**config.mk**
```make
export PLATFORM = sky130hd
export DESIGN_NAME = pwm_aq
export DESIGN_NICKNAME = d
export VERILOG_FILES = /design/src/rtl/pwm_aq_pkg.sv /design/src/rtl/pwm_aq_evsel.sv /design/src/rtl/pwm_aq_force.sv /design/src/rtl/pwm_aq_chan.sv /design/src/rtl/pwm_aq.sv
export SDC_FILE = /design/constraint.sdc
export NUM_CORES = 1
export LEC_CHECK = 0
export BUFFER_PORTS_ARGS = -buffer_cell sky130_fd_sc_hd__buf_4
export CAP_MARGIN = 20
export CORE_MARGIN = 5
export CORE_UTILIZATION = 25
export DETAILED_ROUTE_END_ITERATION = 8
export GPL_ROUTABILITY_DRIVEN = 0
export PLACE_DENSITY_LB_ADDON = 0.25
export SLEW_MARGIN = 20
export SYNTH_ARGS = -nofsm -noshare
export SYNTH_HDL_FRONTEND = slang
export SYNTH_SLANG_ARGS = --single-unit
```
**constraint.sdc**
```tcl
create_clock -name clk -period 1.6 [get_ports clk]
set_input_delay 0.08 -clock clk [delete_from_list [all_inputs] [get_ports clk]]
set_output_delay 0.08 -clock clk [all_outputs]
set_load 0.02 [all_outputs]
```
**src/rtl/pwm_aq_pkg.sv**
```systemverilog
package pwm_aq_pkg;
  localparam int FLD_W = 2;

  typedef enum logic [1:0] {
    ACT_NONE = 2'b00,
    ACT_LOW  = 2'b01,
    ACT_HIGH = 2'b10,
    ACT_TGL  = 2'b11
  } act_e;

  typedef enum logic [1:0] {
    RLD_ZERO = 2'b00,
    RLD_PRD  = 2'b01,
    RLD_BOTH = 2'b10,
    RLD_NOW  = 2'b11
  } rld_e;

  // next event-driven level from the present level and one action code
  function automatic logic act_apply(input logic cur, input logic [1:0] code);
    case (act_e'(code))
      ACT_LOW:  act_apply = 1'b0;
      ACT_HIGH: act_apply = 1'b1;
      ACT_TGL:  act_apply = ~cur;
      default:  act_apply = cur;
    endcase
  endfunction

  // a force code that actually holds the pin
  function automatic logic frc_on(input logic [1:0] code);
    frc_on = (code == 2'b01) || (code == 2'b10);
  endfunction
endpackage

```
**src/rtl/pwm_aq_evsel.sv**
```systemverilog
module pwm_aq_evsel
  import pwm_aq_pkg::*;
#(
  parameter int ACT_W   = 10,
  parameter int ZRO_LSB = 0,
  parameter int PRD_LSB = 2,
  parameter int CAU_LSB = 4,
  parameter int CBU_LSB = 8
) (
  input  logic [ACT_W-1:0] act_cfg,
  input  logic             ev_zero,
  input  logic             ev_period,
  input  logic             ev_cmpa_up,
  input  logic             ev_cmpb_up,
  output logic [FLD_W-1:0] code
);
  logic [FLD_W-1:0] f_zro, f_prd, f_cau, f_cbu;

  assign f_zro = act_cfg[ZRO_LSB +: FLD_W];
  assign f_prd = act_cfg[PRD_LSB +: FLD_W];
  assign f_cau = act_cfg[CAU_LSB +: FLD_W];
  assign f_cbu = act_cfg[CBU_LSB +: FLD_W];

  // compare-B-up highest, then compare-A-up, period, zero
  always_comb begin
    code = ACT_NONE;
    if (ev_zero    && f_zro != ACT_NONE) code = f_zro;
    if (ev_period  && f_prd != ACT_NONE) code = f_prd;
    if (ev_cmpa_up && f_cau != ACT_NONE) code = f_cau;
    if (ev_cmpb_up && f_cbu != ACT_NONE) code = f_cbu;
  end
endmodule

```
**src/rtl/pwm_aq_force.sv**
```systemverilog
module pwm_aq_force
  import pwm_aq_pkg::*;
#(
  parameter int NCH = 2
) (
  input  logic                 clk,
  input  logic                 rst_n,
  input  logic                 tick,
  input  logic                 ev_zero,
  input  logic                 ev_period,
  input  logic [1:0]           reload,
  input  logic                 wr,
  input  logic [NCH*FLD_W-1:0] wdata,
  output logic [NCH*FLD_W-1:0] shadow_q,
  output logic [NCH*FLD_W-1:0] act_q,
  output logic [NCH*FLD_W-1:0] act_nxt
);
  logic load;

  always_comb begin
    case (rld_e'(reload))
      RLD_ZERO: load = tick && ev_zero;
      RLD_PRD:  load = tick && ev_period;
      RLD_BOTH: load = tick && (ev_zero || ev_period);
      default:  load = tick;
    endcase
  end

  assign act_nxt = load ? shadow_q : act_q;

  always_ff @(posedge clk) begin
    if (!rst_n) begin
      shadow_q <= '0;
      act_q    <= '0;
    end else begin
      if (wr) shadow_q <= wdata;
      act_q <= act_nxt;
    end
  end
endmodule

```
**src/rtl/pwm_aq_chan.sv**
```systemverilog
module pwm_aq_chan
  import pwm_aq_pkg::*;
(
  input  logic             clk,
  input  logic             rst_n,
  input  logic             tick,
  input  logic [FLD_W-1:0] code,
  input  logic [FLD_W-1:0] frc_nxt,
  output logic             pwm
);
  logic evt_q, evt_nxt, pwm_nxt;

  assign evt_nxt = tick ? act_apply(evt_q, code) : evt_q;
  assign pwm_nxt = !tick ? pwm :
                   frc_on(frc_nxt) ? frc_nxt[1] : evt_nxt;

  always_ff @(posedge clk) begin
    if (!rst_n) begin
      evt_q <= 1'b0;
      pwm   <= 1'b0;
    end else begin
      evt_q <= evt_nxt;
      pwm   <= pwm_nxt;
    end
  end
endmodule

```
**src/rtl/pwm_aq.sv**
```systemverilog
module pwm_aq
  import pwm_aq_pkg::*;
#(
  parameter int ACT_W = 10
) (
  input  logic             clk,
  input  logic             rst_n,
  input  logic             tick,
  input  logic             ev_zero,
  input  logic             ev_period,
  input  logic             ev_cmpa_up,
  input  logic             ev_cmpb_up,
  input  logic [ACT_W-1:0] act_cfg_a,
  input  logic [ACT_W-1:0] act_cfg_b,
  input  logic             frc_wr,
  input  logic [3:0]       frc_wdata,
  input  logic [1:0]       frc_reload,
  output logic             pwm_a,
  output logic             pwm_b
);
  localparam int NCH = 2;
  localparam int FW  = NCH * FLD_W;

  logic [ACT_W-1:0] cfg   [NCH];
  logic [FLD_W-1:0] code  [NCH];
  logic [NCH-1:0]   pwm_v;
  logic [FW-1:0]    frc_act, frc_nxt, frc_shadow;

  assign cfg[0] = act_cfg_a;
  assign cfg[1] = act_cfg_b;

  pwm_aq_force #(.NCH(NCH)) u_frc (
    .clk(clk), .rst_n(rst_n), .tick(tick),
    .ev_zero(ev_zero), .ev_period(ev_period),
    .reload(frc_reload), .wr(frc_wr), .wdata(frc_wdata),
    .shadow_q(frc_shadow), .act_q(frc_act), .act_nxt(frc_nxt)
  );

  for (genvar c = 0; c < NCH; c++) begin : g_ch
    pwm_aq_evsel #(.ACT_W(ACT_W)) u_sel (
      .act_cfg(cfg[c]), .ev_zero(ev_zero), .ev_period(ev_period),
      .ev_cmpa_up(ev_cmpa_up), .ev_cmpb_up(ev_cmpb_up), .code(code[c])
    );
    pwm_aq_chan u_ch (
      .clk(clk), .rst_n(rst_n), .tick(tick), .code(code[c]),
      .frc_nxt(frc_nxt[c*FLD_W +: FLD_W]), .pwm(pwm_v[c])
    );
  end

  assign pwm_a = pwm_v[0];
  assign pwm_b = pwm_v[1];
endmodule

```
==> impl_metrics.env <==
export IMPL_status="completed"
export IMPL_cts_sinks=12
export IMPL_die_h_um=67.0
export IMPL_crit_start="frc_reload[0]"
export IMPL_power_density_nw_per_um2=690
export IMPL_maxSlewViolCount=0
export IMPL_ctsResizeCount=0
export IMPL_min_path_cells=3
export IMPL_nets=169
export IMPL_final_area_um2=1140
export IMPL_post_dp_hpwl_um=1710
export IMPL_io_buffer_count=31
export IMPL_min_period_ns=1.44
export IMPL_relSlewSlack=0.755
export IMPL_grt_pass1_vias=838
export IMPL_drt_pass1_iterations=4
export IMPL_diodes=0
export IMPL_timing_final_crit_share=0.897
export IMPL_syn_cell_area_um2=812
export IMPL_layout_common_cells="buf_4 (34), dfxtp_1 (12), nor2_1 (11), nand2_1 (11), mux2i_1 (10)"
export IMPL_synth_seq_area_share=0.296
export IMPL_drcViolationCount=0
export IMPL_clk_pin_slew_worst_paths_ns=0.07
export IMPL_numCtsBuffers=3
export IMPL_num_vias=811
export IMPL_maxCapViolations=0
export IMPL_coreArea_um2=3080
export IMPL_ff2ff_path_depth=3
export IMPL_wl_per_cell_um=12.0
export IMPL_crit_reg2reg_launch="u_frc.act_q[1]$_SDFF_PN0_"
export IMPL_endpoint="g_ch[0].u_ch.pwm$_SDFFE_PN0P_"
export IMPL_final_setup_tns_ns=0
export IMPL_fmax_ghz=0.697
export IMPL_critPathMaxFanout=4
export IMPL_areaGrowthSynthToFinish_pct=39.9
export IMPL_io_pins=36
export IMPL_antenna_found_initial=0
export IMPL_mostFrequentLayoutCell="buf_4"
export IMPL_cts_setup_buffers=0
export IMPL_startpoint_type="input port"
export IMPL_end_kind="register"
export IMPL_hold_violations=0
export IMPL_fin_util=0.369
export IMPL_start_util=0.264
export IMPL_hold_path_class="input port to register"
export IMPL_viasPerCell=4.63
export IMPL_synth_fp_nets=134
export IMPL_crit_type="input port to register"
export IMPL_ctsHoldBuffers=0
export IMPL_drt_iter0_markers=30
export IMPL_post_dp_cell_area_um2=1100
export IMPL_rr_endpoint="g_ch[0].u_ch.pwm$_SDFFE_PN0P_"
export IMPL_synth_seq_cells=12
export IMPL_synth_cells=97
export IMPL_ys_warn_count=0
export IMPL_synth_avg_cell_area_um2=8.37
export IMPL_ant_nets=0
export IMPL_grt_max_degree=13
export IMPL_rsz0062_at_grt="false"
export IMPL_insertion_delay_ns=0.27
export IMPL_cp_required_ns=1.75
export IMPL_crit_arrival_ns=1.59
export IMPL_reg2reg_slack_ns=0.42
export IMPL_p_leak_nw=0.495
export IMPL_clock_skew_final_ns=0.00191
export IMPL_synthDistinctLibCells=26
export IMPL_max_vdd_ir_drop_v=0.000509
export IMPL_fin_cells=175
export IMPL_dp_cells=171
export IMPL_drive_above_1_share=0.336
export IMPL_ctsLongestPathBuffers=2
export IMPL_groute_usage_overall=0.100
export IMPL_dieArea_um2=4490
export IMPL_die_w_um=67.0
export IMPL_clockRootBuffer="clkbuf_4"
export IMPL_hold_ws_ns=0.0367
export IMPL_worst_pin_slew_ns=0.367
export IMPL_cts_tree="built"
export IMPL_postRouteWirelength_um=2110
export IMPL_std_cell_rows=20
export IMPL_htreeDepth=1
export IMPL_fillCellCount=334
export IMPL_grt_pass1_wl_um=3410
export IMPL_overflow=0
export IMPL_setup_viol=0
worst min-delay path by stage:
stage	slack, ns	from	to
CTS	0.02	frc_wdata[1]	u_frc.shadow_q[1]$_SDFFE_PN0P_
finish	0.04	frc_wdata[0]	u_frc.shadow_q[0]$_SDFFE_PN0P_
floorplan	0.23	frc_wdata[0]	u_frc.shadow_q[0]$_SDFFE_PN0P_
detailed placement	0.32	frc_wdata[0]	u_frc.shadow_q[0]$_SDFFE_PN0P_
global placement	0.31	frc_wdata[0]	u_frc.shadow_q[0]$_SDFFE_PN0P_
global route	0.03	frc_wdata[1]	u_frc.shadow_q[1]$_SDFFE_PN0P_
final cells by class:
class | count | area (um2) | area share
multi-input combinational | 76 | 531 | 0.467
timing repair buffer | 34 | 255 | 0.225
sequential | 12 | 240 | 0.211
tap | 44 | 55.1 | 0.0485
clock buffer | 4 | 36.3 | 0.0319
inverter | 5 | 18.8 | 0.0165
sequential cells by signal (all words and copies together) (netlist names):
signal           flops
u_frc.act_q          4
u_frc.shadow_q       4
g_ch.u_ch.evt_q      2
g_ch.u_ch.pwm        2
synth_stat cells, drive strengths merged:
master / n / area [um2]
a311oi: 2 / 17.5
ha: 3 / 37.5
a31o: 2 / 17.5
a21oi: 2 / 10.0
nand2: 11 / 41.3
mux2i: 10 / 100
nor2b: 7 / 43.8
o41a: 1 / 11.3
a31oi: 4 / 40.0
or4b: 1 / 10.0
nand2b: 2 / 12.5
nor2: 11 / 41.3
a21boi: 1 / 7.51
o21ai: 6 / 30.0
clkbuf: 3 / 11.3
a2bb2oi: 1 / 15.0
buf: 1 / 11.3
dfxtp: 12 / 240
o22ai: 2 / 12.5
inv: 5 / 18.8
nand3: 2 / 10.0
o31ai: 1 / 12.5
a32o: 2 / 20.0
o211ai: 4 / 30.0
and2b: 1 / 10.0
power breakdown:
| group | total [W] | switching, W | internal [W] |
|---|---|---|---|
| Clock | 0.000240 | 0.000102 | 0.000138 |
| Sequential | 0.000330 | 0.0000129 | 0.000317 |
| Combinational | 0.000213 | 0.0000955 | 0.000118 |
per-stage QoR:
step / setup WS [ns] / total power (W)
after floorplan: 0.0914 / 0.000458
after global placement: -0.0582 / 0.000547
after detailed placement: -0.138 / 0.000552
after CTS: 0.166 / 0.000802
after global routing: 0.106 / 0.000836
final: 0.165 / 0.000783
cells by family after synthesis:
logic type | after synthesis | share of synthesized area
fa+ha+maj | 3 | 0.0462
simple gates | 35 | 0.208
mux | 10 | 0.123
buf+inv | 9 | 0.0508
compound gates | 28 | 0.276
flops | 12 | 0.296
layer usage:
| metal | GRT usage | routed length [um] | up-vias |
|---|---|---|---|
| met1 | 0.0975 | 865 | 358 |
| met4 | 0.0456 | 43 | 0 |
| met5 | 0 | 0 | - |
| li1 | - | - | 418 |
| met2 | 0.183 | 943 | 30 |
| met3 | 0.0405 | 254 | 5 |
worst max-delay path, cell delays in order:
cell and delay (ns):
buf_4 0.08, inv_1 0.03, ha_1 0.29, nor2_1 0.26
a2bb2oi_2 0.12, or4b_1 0.48, a31oi_1 0.18, a311oi_1 0.06
(Power assumes the default switching activity.)
